--- src/rtl/nat_bcd_pkg.sv ---
package nat_bcd_pkg;
  localparam int unsigned NIB_W      = 4;
  localparam int unsigned SIGN_PLUS  = 32'h2B;
  localparam int unsigned SIGN_MINUS = 32'h2D;
  localparam int unsigned CHAR_ZERO  = 32'h30;
  localparam int unsigned CHAR_NINE  = 32'h39;
  localparam logic [3:0] CODE_PLUS_STD = 4'hC;
  localparam logic [3:0] CODE_PLUS_ALT = 4'hF;
  localparam logic [3:0] CODE_MINUS    = 4'hD;
  // condition field bit positions, MSB to LSB: LT GT EQ SO
  localparam int unsigned COND_LT = 3;
  localparam int unsigned COND_GT = 2;
  localparam int unsigned COND_EQ = 1;
  localparam int unsigned COND_SO = 0;
  typedef logic [3:0] cond_t;
endpackage

--- src/rtl/nat_char_check.sv ---
module nat_char_check
  import nat_bcd_pkg::*;
#(
  parameter int unsigned CHAR_W = 16
) (
  input  logic [CHAR_W-1:0] char_in,
  output logic              is_digit,
  output logic [NIB_W-1:0]  nibble
);
  always_comb begin
    is_digit = (char_in >= CHAR_W'(CHAR_ZERO)) && (char_in <= CHAR_W'(CHAR_NINE));
    nibble   = char_in[NIB_W-1:0];
  end

  always_comb begin
    assert_digit_range_R6: assert (!is_digit || (nibble <= 4'd9));
  end
endmodule

--- src/rtl/nat_digit_packer.sv ---
module nat_digit_packer
  import nat_bcd_pkg::*;
#(
  parameter int unsigned NUM_DIG = 7
) (
  input  logic [NUM_DIG-1:0]       dig_ok,
  input  logic [NUM_DIG*NIB_W-1:0] dig_nib,
  output logic [NUM_DIG*NIB_W-1:0] packed_dig,
  output logic                     all_ok
);
  logic [NUM_DIG-1:0] keep;

  // scan upward; a digit is kept only if it and all below it are legal
  always_comb begin
    logic run;
    run = 1'b1;
    for (int i = 0; i < NUM_DIG; i++) begin
      run     = run & dig_ok[i];
      keep[i] = run;
    end
    all_ok = run;
  end

  for (genvar g = 0; g < NUM_DIG; g++) begin : g_pack
    assign packed_dig[g*NIB_W +: NIB_W] = keep[g] ? dig_nib[g*NIB_W +: NIB_W] : '0;
  end

  always_comb begin
    assert_scan_stop_R6: assert (all_ok || (packed_dig[NUM_DIG*NIB_W-1 -: NIB_W] == '0));
  end
endmodule

--- src/rtl/nat_sign_class.sv ---
module nat_sign_class
  import nat_bcd_pkg::*;
#(
  parameter int unsigned CHAR_W  = 16,
  parameter int unsigned NUM_DIG = 7
) (
  input  logic [CHAR_W-1:0]        sign_char,
  input  logic                     plus_alt,
  input  logic [NUM_DIG*NIB_W-1:0] packed_dig,
  input  logic                     digits_ok,
  output logic [NIB_W-1:0]         sign_code,
  output cond_t                    cond
);
  logic is_plus, is_minus, mag_zero, valid_op;

  always_comb begin
    is_plus   = (sign_char == CHAR_W'(SIGN_PLUS));
    is_minus  = (sign_char == CHAR_W'(SIGN_MINUS));
    valid_op  = (is_plus || is_minus) && digits_ok;
    mag_zero  = (packed_dig == '0);
    sign_code = is_plus ? (plus_alt ? CODE_PLUS_ALT : CODE_PLUS_STD) : CODE_MINUS;
    cond      = '0;
    if (!valid_op)     cond[COND_SO] = 1'b1;
    else if (mag_zero) cond[COND_EQ] = 1'b1;
    else if (is_plus)  cond[COND_GT] = 1'b1;
    else               cond[COND_LT] = 1'b1;
  end

  always_comb begin
    assert_onehot_R8: assert ($countones(cond) == 1);
  end
endmodule

--- src/rtl/nat2bcd_unit.sv ---
module nat2bcd_unit
  import nat_bcd_pkg::*;
#(
  parameter int unsigned CHAR_W    = 16,
  parameter int unsigned NUM_CHARS = 8,
  localparam int unsigned VEC_W    = CHAR_W * NUM_CHARS,
  localparam int unsigned NUM_DIG  = NUM_CHARS - 1,
  localparam int unsigned PACK_W   = NUM_CHARS * NIB_W
) (
  input  logic             clk,
  input  logic             rst_n,
  input  logic             in_valid,
  input  logic [VEC_W-1:0] operand,
  input  logic             plus_alt,
  output logic             out_valid,
  output logic [VEC_W-1:0] result,
  output logic [3:0]       cond
);
  logic [NUM_DIG-1:0]       dig_ok;
  logic [NUM_DIG*NIB_W-1:0] dig_nib;
  logic [NUM_DIG*NIB_W-1:0] packed_dig;
  logic                     all_ok;
  logic [NIB_W-1:0]         sign_code;
  cond_t                    cond_c;

  for (genvar e = 1; e < NUM_CHARS; e++) begin : g_char
    nat_char_check #(.CHAR_W(CHAR_W)) u_chk (
      .char_in  (operand[e*CHAR_W +: CHAR_W]),
      .is_digit (dig_ok[e-1]),
      .nibble   (dig_nib[(e-1)*NIB_W +: NIB_W])
    );
  end

  nat_digit_packer #(.NUM_DIG(NUM_DIG)) u_pack (
    .dig_ok     (dig_ok),
    .dig_nib    (dig_nib),
    .packed_dig (packed_dig),
    .all_ok     (all_ok)
  );

  nat_sign_class #(.CHAR_W(CHAR_W), .NUM_DIG(NUM_DIG)) u_cls (
    .sign_char  (operand[CHAR_W-1:0]),
    .plus_alt   (plus_alt),
    .packed_dig (packed_dig),
    .digits_ok  (all_ok),
    .sign_code  (sign_code),
    .cond       (cond_c)
  );

  // next-state
  logic [VEC_W-1:0] result_d;
  cond_t            cond_d;
  logic             vld_d;

  always_comb begin
    vld_d    = in_valid;
    result_d = result;
    cond_d   = cond;
    if (in_valid) begin
      result_d             = '0;
      result_d[PACK_W-1:0] = {packed_dig, sign_code};
      cond_d               = cond_c;
    end
  end

  // registers
  always_ff @(posedge clk or negedge rst_n) begin
    if (!rst_n) begin
      out_valid <= 1'b0;
      result    <= '0;
      cond      <= '0;
    end else begin
      out_valid <= vld_d;
      result    <= result_d;
      cond      <= cond_d;
    end
  end

  assert_latency_R2: assert property (@(posedge clk) disable iff (!rst_n)
    in_valid |=> out_valid);
  assert_idle_R2: assert property (@(posedge clk) disable iff (!rst_n)
    !in_valid |=> !out_valid);
  assert_hold_R10: assert property (@(posedge clk) disable iff (!rst_n)
    !in_valid |=> ($stable(result) && $stable(cond)));
  assert_upper_zero_R9: assert property (@(posedge clk) disable iff (!rst_n)
    out_valid |-> (result[VEC_W-1:PACK_W] == '0));
  assert_eq_zero_R7: assert property (@(posedge clk) disable iff (!rst_n)
    (out_valid && cond[COND_EQ]) |-> (result[PACK_W-1:NIB_W] == '0));
  assert_lt_sign_R4: assert property (@(posedge clk) disable iff (!rst_n)
    (out_valid && cond[COND_LT]) |-> (result[NIB_W-1:0] == CODE_MINUS));
  assert_cond_onehot_R8: assert property (@(posedge clk) disable iff (!rst_n)
    out_valid |-> ($countones(cond) == 1));
endmodule

--- config.mk ---
export PLATFORM = sky130hd
export DESIGN_NAME = nat2bcd_unit
export DESIGN_NICKNAME = d
export VERILOG_FILES = /design/src/rtl/nat_bcd_pkg.sv /design/src/rtl/nat_char_check.sv /design/src/rtl/nat_digit_packer.sv /design/src/rtl/nat_sign_class.sv /design/src/rtl/nat2bcd_unit.sv
export SDC_FILE = /design/constraint.sdc
export NUM_CORES = 1
export LEC_CHECK = 0
export ABC_AREA = 1
export CORE_MARGIN = 2
export CORE_UTILIZATION = 28
export DETAILED_ROUTE_END_ITERATION = 8
export GPL_ROUTABILITY_DRIVEN = 0
export MAX_ROUTING_LAYER = met4
export PLACE_DENSITY = 0.75
export SLEW_MARGIN = 20
export SYNTH_ARGS = -nofsm -noshare
export SYNTH_HDL_FRONTEND = slang
export SYNTH_SLANG_ARGS = --single-unit
--- constraint.sdc ---
create_clock -name clk -period 0.8 [get_ports clk]
set_input_delay 0.16 -clock clk [delete_from_list [all_inputs] [get_ports clk]]
set_output_delay 0.16 -clock clk [all_outputs]
set_load 0.005 [all_outputs]
==> results of run 1 <==
[stage by stage]
step / hold WS [ps] / instance area (um2) / util [%] / setup slack (ps)
after floorplan: -136 / 3300 / - / -593
final: 185 / 5220 / 53.2 / -554
after global placement: 139 / 4750 / 48.4 / -1220
after detailed placement: 143 / 4750 / 48.4 / -1270
after global routing: 202 / 5220 / 53.2 / -663
after CTS: 213 / 4890 / 49.8 / -622
[registers in the layout, summed over array words and instances, names as in the netlist]
signal,count
cond,4
out_valid,1
result,31
[tightest hold or removal path, cell delays in order]
cell and delay, ps:
clkbuf_2 120, nand3_1 90, nand2_1 60
[metal layers]
metal,vias to the layer above,part of all wire (%)
li1,1550,-
met1,1516,38
met2,130,56
met3,6,5.1
met4,0,0.76
met5,-,0
[area by class of cell]
type | count | area (um2)
well taps | 133 | 166
multi-input cells | 308 | 1810
inverters | 43 | 164
fillers | 950 | 4600
flip-flops and latches | 36 | 901
clock buffers | 7 | 96.3
repair buffers | 254 | 2080
[timing repair]
action                                  CTS  global route
gates resized for setup                 441           134
cloned                                    1             0
endpoints found under the setup margin   73            72
hold buffers                              1             0
hold endpoints to repair                 36             0
setup buffers                            22            15
pin swaps                                93            91
[Yosys cell counts, types with 4 or more instances]
library cell	number	area [um2]
o21ai_0	9	45.0
o21ai_1	4	20.0
inv_1	38	143
clkbuf_1	6	22.5
nand3_1	21	105
nand2_1	85	319
inv_2	5	18.8
buf_4	97	728
nor4_1	7	43.8
dfrtp_1	36	901
nor2_1	46	173
nor3_1	5	25.0
o31ai_1	6	45.0
a21oi_1	9	45.0
nand4_1	5	31.3
[logic make-up after synthesis]
logic type | Yosys count
flip-flops | 36
AO/OA/AOI/OAI | 32
AND/OR/NAND/NOR | 179
buffers and inverters | 147
XOR/XNOR | 1
other | 1
[power breakdown]
part           internal, W  total [W]  switching (W)
Sequential         0.00185    0.00187      0.0000168
Clock             0.000767    0.00140       0.000632
Combinational     0.000655    0.00124       0.000584
Total              0.00327    0.00451        0.00123
[path summary, 6_finish.rpt]
path	end	slack, ps	depth (start not counted)
max in group asynchronous	result[15]	230	3
min in group asynchronous	cond[1]	380	3
hold reg to reg	result[17]	470	2
hold / removal	result[19]	180	3
setup / recovery	cond[1]	-550	14
setup reg to reg	result[3]	-150	3
==> run_results.csv, run 1 <==
group,metric,value,unit
global_route,met1_usage,19.3,%
floorplan,rows,36,
logic_synthesis,synthXorXnorAreaFrac,0.309,%
cts,cts_tree,"built",
hold_path,min_from,"operand[67]",
logic_synthesis,muxShareOfSynthArea,0,%
floorplan,fp.coreArea,9820,um2
global_route,grtUsageMet2,31.9,%
drt,drtPass1Iterations,4,
cts,clock-sinks,36,
critical_path,path_cells,"buf_6 > nor2_4 > nor2_4 > nor2_4 > nand2_4 > buf_4 > inv_4 > nand3_4 > nor2_4 > o41ai_4 > nand3_2 > nor2_4 > nand4_1 > nand2_1",
critical_path,worstPathMaxFanout,3,
critical_path,crit_family,"simple AND/OR/NAND/NOR gates",
cts,clk_latency,280,ps
sta,drv_slew,0,
sta,fin_crit_sh,169,%
finish,layout.cells.non_filler,781,
logic_synthesis,avgSynthCellArea,7.17,um2
logic_synthesis,ys_seq_area_share,31.7,%
cts,clkTransAtPathRegs,70,ps
sta,slew_headroom,66.1,%
finish,nets,780,
drt,wire_per_inst,12.7,um
power_and_ir_drop,worst_ir_drop_vdd,548,uV
drt,post-route-drc-count,0,
power_and_ir_drop,p_total,0.00451,W
floorplan,fp.dieW,105,um
logic_synthesis,yosysUniqueCellTypes,28,
global_route,grt_pass1_vias,3070,
global_route,grt_pass1_wl,14700,um
logic_synthesis,synthFlopType,"dfrtp_1",
critical_path,cp.arrival,1530,ps
drt,via_count,3202,
drt,drt_iter0_markers,90,
critical_path,r2r_start,"result[3]",
global_route,top_usage_layer,"met2",
run_status,violations,"setup timing",
logic_synthesis,synth_top_family_by_area,"buffers and inverters",
global_route,grtUsageMet3,2.93,%
critical_path,crit_slowest_cell,"nor2_4",
placement,hpwl,7370,um
finish,area_growth,84.0,%
cts,cts_max_path_buffers,2,
global_route,grt-ovfl-total,0,
floorplan,initial_core_util,28.9,%
hold_path,hp-class,"in2reg",
logic_synthesis,yosys.area_share.adder,0,%
sta,setup_viol,72,
logic_synthesis,syn_inst,396,
sta,finClkSkew,0,ps
floorplan,die_y,105,um
finish,antenna_cells,0,
placement,portBuffers,168,
global_route,grt_antenna_before_repair,0,
power_and_ir_drop,power_density,863,nW/um2
sta,clock.fmax,0.738,GHz
logic_synthesis,synth_area,2840,um2
sta,setup_ws,-554,ps
finish,mostFrequentLayoutCell,"conb_1",
finish,drive_gt1_share,46.5,%
logic_synthesis,ys_seq_elements,36,
placement,placed_cells,739,
logic_synthesis,yosys.area_share.simple,29.0,%
global_route,track_usage,17.1,%
cts,cts-buffers-inserted,5,
critical_path,cpPeakStageDelay,160,ps
run_status,status,"complete, but fails checks",
logic_synthesis,ys_warn_count,0,
critical_path,path_class,"in2reg",
sta,hold_viol_final,0,
critical_path,required,970,ps
critical_path,cp-startpoint,"operand[18]",
cts,ctsRootBufferMaster,"clkbuf_8",
sta,tightest_slew,504,ps
critical_path,worstSetupStartpointType,"input port",
finish,final_cell_mix,"conb_1 (96), nand2_1 (68), buf_2 (64)",
sta,finalCriticalPeriod,1350,ps
sta,rsz0062_at_grt,"yes",
sta,fin_setup_tns,-16370,ps
critical_path,crit_path_end_kind,"register",
critical_path,crit_top_cell,"nor2_4",
drt,drtAntennaViolNets,0,
floorplan,num_io_pins,265,
global_route,grt_max_degree,37,
flow_run,maxCapViolations,0,
cts,h-tree-depth,2,
logic_synthesis,synth-async-reset-ratio,100,%
floorplan,design.die.area,11000,um2
logic_synthesis,synth-compound-area-share,6.57,%
logic_synthesis,synth_edf_count,0,
critical_path,crit_buf_inv,3,
drt,wl,9910,um
drt,routed_via_density,4.10,
power_and_ir_drop,leakage,3.05,nW
Power figures use the tool's default switching activity.
==> inputs of run 2 (changes only) <==
Settings changed: PLACE_DENSITY 0.75 to 0.79, SETUP_SLACK_MARGIN set to 0.1.
==> run 2 against run 1 <==
Effect of this change:
- critical path type unchanged
- clock power hardly changed
- highest routed layer unchanged
- worst setup slack worse by 31 ps
- register-to-register slack hardly changed
- critical endpoint is now cond[3]
- sequential power hardly changed
- combinational power hardly changed
- the run still ends with setup timing left
- non-clock buffer count is 10 higher
- count of clock-buffer cells in the layout stayed put
==> run_results.csv, run 2 (synthesis results as in run 1) <==
group,metric,value,unit
floorplan,design.die.area,11000,um2
critical_path,crit_family,"simple AND/OR/NAND/NOR gates",
critical_path,worstPathMaxFanout,4,
cts,clkTransAtPathRegs,70,ps
sta,setup_viol,72,
sta,clock.fmax,0.722,GHz
floorplan,fp.dieW,105,um
floorplan,fp.coreArea,9820,um2
finish,top_register,"result",
finish,drive_gt1_share,50.9,%
critical_path,path_cells,"buf_6 > inv_2 > nand2_2 > nor2_2 > nand2_2 > inv_2 > nand2_4 > nor2_8 > nand4_4 > buf_6 > nor3_4 > o31ai_4 > nand3_2 > nand2_1 > nand2_1",
floorplan,die_y,105,um
finish,area_growth,89.7,%
placement,portBuffers,168,
placement,placed_cells,733,
sta,finalCriticalPeriod,1380,ps
power_and_ir_drop,power_density,845,nW/um2
sta,drv_slew,0,
finish,largest_reg_flops,31,
drt,drtAntennaViolNets,0,
global_route,grt_max_degree,37,
critical_path,r2r_start,"result[3]",
floorplan,rows,36,
drt,post-route-drc-count,0,
drt,routed_via_density,4.12,
power_and_ir_drop,worst_ir_drop_vdd,529,uV
critical_path,cp-startpoint,"operand[38]",
placement,hpwl,7630,um
sta,setup_ws,-585,ps
critical_path,crit_path_end_kind,"register",
sta,fin_crit_sh,173,%
cts,cts_tree,"built",
power_and_ir_drop,power_frac_comb,27.9,%
critical_path,worstSetupStartpointType,"input port",
power_and_ir_drop,pwr-share-seq,41.1,%
critical_path,crit_slowest_cell,"nor3_4",
run_status,status,"complete, but fails checks",
drt,via_count,3262,
global_route,grt_pass1_vias,3286,
sta,fin_setup_tns,-18170,ps
global_route,grt_antenna_before_repair,0,
power_and_ir_drop,netSwitchingFraction,28.1,%
global_route,track_usage,18.2,%
finish,nets,790,
drt,wire_per_inst,13.3,um
power_and_ir_drop,clock_power_share,31.0,%
finish,antenna_cells,0,
power_and_ir_drop,power_switching,0.00128,W
global_route,grt_pass1_wl,15600,um
finish,layout.cells.non_filler,791,
critical_path,cpPeakStageDelay,230,ps
critical_path,required,1030,ps
drt,wl,10500,um
finish,mostFrequentLayoutCell,"conb_1",
power_and_ir_drop,internal-power,0.00327,W
cts,clk_latency,280,ps
finish,reg_top3,"result (31), cond (4), out_valid (1)",
drt,drtPass1Iterations,4,
floorplan,initial_core_util,28.9,%
drt,drt_iter0_markers,65,
flow_run,maxCapViolations,0,
cts,clock-sinks,36,
cts,cts-buffers-inserted,5,
run_status,violations,"setup timing",
sta,rsz0062_at_grt,"yes",
critical_path,path_class,"in2reg",
global_route,grt-ovfl-total,0,
power_and_ir_drop,leakage,3.01,nW
finish,final_cell_mix,"conb_1 (96), buf_2 (66), nand2_1 (64)",
cts,cts_max_path_buffers,2,
critical_path,crit_buf_inv,4,
floorplan,num_io_pins,265,
cts,h-tree-depth,2,
sta,finClkSkew,0,ps
sta,hold_viol_final,0,
hold_path,hp-class,"in2reg",
cts,ctsRootBufferMaster,"clkbuf_8",
critical_path,cp.arrival,1610,ps
hold_path,min_from,"operand[50]",
-- run 2: cell types whose count changed in the layout (fill, tap and decap cells not counted), moves of 3 or more --
cell,change
buf_6,+14
clkbuf_2,+3
clkdlybuf4s15_1,-3
clkdlybuf4s50_1,+6
dlymetal6s2s_1,-11
inv_2,-3
nand2_1,-4
nand2_2,+5
nand3_1,-8
nand3_2,+7
o21ai_1,-3
o21ai_2,+3
o31ai_4,+3
-- run 2: final timing paths --
kind	slack (ps)	cells after the start	endpoint
setup reg to reg	-140	3	result[3]
setup / recovery	-580	15	cond[3]
hold reg to reg	470	2	result[24]
max in group asynchronous	250	3	result[9]
hold / removal	140	3	result[14]
min in group asynchronous	370	3	result[3]
-- run 2: what timing repair did --
action / in CTS / in global routing
endpoints found under the hold margin: 36 / 0
endpoints found under the setup margin: 73 / 72
pin swaps: 95 / 94
cloned: 0 / 0
setup buffers: 43 / 12
hold buffers: 1 / 0
resized for setup: 485 / 137
-- run 2: final cells by class --
class / count / area [um2]
clock buffer: 7 / 96.3
fill: 941 / 4440
inverter: 43 / 171
multi-input combinational: 308 / 1920
sequential: 36 / 901
tap: 133 / 166
timing repair buffer: 264 / 2120
-- run 2: through the flow --
step | utilization [%] | cell area, um2 | power (W) | hold WS [ps] | setup slack, ps
after global placement | 48.2 | 4730 | 0.00313 | 139 | -1230
after CTS | 51.9 | 5090 | 0.00449 | 208 | -617
final | 54.8 | 5380 | 0.00455 | 143 | -585
after floorplan | - | 3330 | 0.00256 | -136 | -593
after global routing | 54.8 | 5380 | 0.00480 | 138 | -686
after detailed placement | 48.2 | 4730 | 0.00316 | 149 | -1270
-- run 2: routing by layer --
layer	global-route usage, %	share of wire, %	vias up	wire length (um)
met4	5.52	2.3	0	242
met1	18.9	36	1520	3750
li1	-	-	1571	-
met5	-	0	-	0
met2	34.5	56	151	5950
met3	3.68	5.6	20	593
-- run 2: power groups by stage --
stage / Sequential (W) / Clock [W] / Combinational [W]
finish: 0.00187 / 0.00141 / 0.00127
global route: 0.00187 / 0.00154 / 0.00138
floorplan: 0.00191 / 0 / 0.000656
global placement: 0.00190 / 0 / 0.00123
detailed placement: 0.00191 / 0 / 0.00125
CTS: 0.00187 / 0.00145 / 0.00118
-- run 2: tightest hold or removal path, cell delays in order --
cell	delay [ps]
clkbuf_2	90
inv_1	80
o21ai_2	60
==> inputs of run 3 (changes only) <==
Settings changed: PLACE_DENSITY 0.79 to 0.85, REMOVE_ABC_BUFFERS set to 1.
==> run 3 against run 2 <==
Effect of this change:
- the flow still finishes with violations (setup timing)
- first-iteration DRC count increased by 49%
- sequential share of layout area up 0.80 points
- count of clock-buffer cells in the layout is 2 lower
- core utilization decreased by 2.5 points
- via count fell by 6.2%
- final cell count shrank 1.0%
- wire length down 9.5%
- final area is 4.6% lower
- clock power up 16%
- critical path type unchanged
- largest cell class unchanged
- highest routed layer unchanged
==> run_results.csv, run 3 (synthesis results as in run 1) <==
group,metric,value,unit
power_and_ir_drop,worst_ir_drop_vdd,602,uV
cts,cts_max_path_buffers,2,
drt,post-route-drc-count,0,
floorplan,initial_core_util,28.9,%
placement,portBuffers,168,
finish,layout.cells.non_filler,783,
power_and_ir_drop,leakage,2.89,nW
floorplan,design.die.area,11000,um2
critical_path,crit_path_end_kind,"register",
global_route,grt_max_degree,37,
critical_path,worstPathMaxFanout,4,
placement,hpwl,7390,um
sta,clock.fmax,0.683,GHz
finish,top_register,"result",
power_and_ir_drop,p_total,0.00466,W
finish,largest_reg_flops,31,
critical_path,crit_family,"simple AND/OR/NAND/NOR gates",
global_route,grtUsageMet3,2.93,%
drt,wire_per_inst,12.2,um
critical_path,worstSetupStartpointType,"input port",
global_route,top_usage_layer,"met2",
run_status,status,"complete, but fails checks",
sta,drv_slew,0,
finish,final_cell_area,5140,um2
sta,fin_crit_sh,183,%
critical_path,path_cells,"buf_2 > nor2_1 > nand3_2 > nor2_2 > nand2_2 > nor2_8 > nand4_4 > nor2_4 > inv_4 > nor3_4 > inv_2 > nor2_1 > nand2_1 > nand2_1",
sta,rsz0062_at_grt,"yes",
floorplan,fp.dieW,105,um
finish,nets,781,
finish,drive_gt1_share,43.5,%
floorplan,rows,36,
sta,finalCriticalPeriod,1460,ps
floorplan,die_y,105,um
critical_path,cpPeakStageDelay,210,ps
critical_path,path_class,"in2reg",
flow_run,maxCapViolations,0,
global_route,grt_antenna_before_repair,0,
finish,antenna_cells,0,
hold_path,hp-class,"in2reg",
finish,n_fill_cell,972,
drt,drtAntennaViolNets,0,
sta,finClkSkew,0,ps
drt,drt_iter0_markers,97,
floorplan,num_io_pins,265,
global_route,grt_pass1_vias,2913,
critical_path,required,1030,ps
finish,area_growth,81.0,%
sta,hold_viol_final,0,
cts,clk_latency,290,ps
cts,cts-buffers-inserted,5,
drt,routed_via_density,3.91,
placement,placed_cells,737,
finish,mostFrequentLayoutCell,"conb_1",
floorplan,fp.coreArea,9820,um2
critical_path,cp.arrival,1700,ps
global_route,grt-ovfl-total,0,
global_route,grtUsageMet2,29.4,%
sta,setup_ws,-664,ps
critical_path,rrSetupSlack,-140,ps
placement,placed_area,4660,um2
drt,wl,9530,um
cts,clkTransAtPathRegs,80,ps
power_and_ir_drop,power_density,908,nW/um2
drt,drtPass1Iterations,4,
finish,reg_top3,"result (31), cond (4), out_valid (1)",
global_route,track_usage,16.8,%
drt,via_count,3060,
placement,pre_cts_slack,-1350,ps
global_route,met1_usage,20.2,%
global_route,grt_pass1_wl,14400,um
run_status,violations,"setup timing",
cts,cts_tree,"built",
critical_path,crit_slowest_cell,"nor3_4",
cts,clock-sinks,36,
critical_path,crit_buf_inv,3,
sta,setup_viol,71,
cts,ctsRootBufferMaster,"clkbuf_8",
cts,h-tree-depth,2,
finish,final_cell_mix,"conb_1 (96), nand2_1 (73), buf_2 (73)",
run 3: cell types whose count changed in the layout (fill, tap and decap cells not counted), moves of 8 or more:
cell           before  now
buf_4              61   69
dlygate4sd2_1      13   27
nand2_1            64   73
nor2_4             18   10
buf_6              49   28
clkbuf_2           25    3
run 3: per-stage QoR:
step / setup TNS [ps] / util (%) / hold WS [ps]
after floorplan: -10770 / - / -136
after global placement: -40600 / 47.5 / 142
after detailed placement: -41700 / 47.5 / 145
after CTS: -17470 / 49.8 / 123
after global routing: -22700 / 52.3 / 154
final: -18380 / 52.3 / 146
run 3: worst paths after layout:
| kind | startpoint | endpoint | depth (start not counted) |
|---|---|---|---|
| min in group asynchronous | rst_n | cond[1] | 3 |
| worst min register to register | result[5] | result[5] | 2 |
| worst max register to register | result[3] | result[3] | 3 |
| worst max-delay path | operand[43] | cond[3] | 14 |
| max in group asynchronous | rst_n | result[12] | 3 |
| worst min-delay path | operand[50] | result[14] | 3 |
run 3: metal layers:
layer / vias to the layer above / part of all wire (%)
met5: - / 0
met4: 0 / 0.67
met3: 4 / 4.6
met2: 114 / 52
met1: 1385 / 43
li1: 1557 / -
run 3: repair_timing:
item / CTS / global route
endpoints found under the setup margin: 73 / 72
hold buffers: 1 / 0
pin swaps: 73 / 30
buffers inserted: 23 / 19
gates resized for setup: 499 / 56
hold endpoints to repair: 36 / 0
run 3: final cells by class:
class	instances	area [um2]	share of cell area [%]
clock buffers	5	68.8	1.34
clock inverters	3	42.5	0.828
inverters	43	169	3.29
multi-input cells	308	1730	33.7
flip-flops and latches	36	901	17.5
well taps	133	166	3.24
repair buffers	255	2060	40.1
run 3: where the power goes:
part	switching (W)	internal, W	total, W
logic	0.000554	0.000612	0.00117
clock network	0.000707	0.000923	0.00163
registers	0.0000165	0.00185	0.00187
run 3: worst min-delay path, cell delays in order:
cell and delay, ps:
buf_2 100, inv_1 70, o21ai_2 60
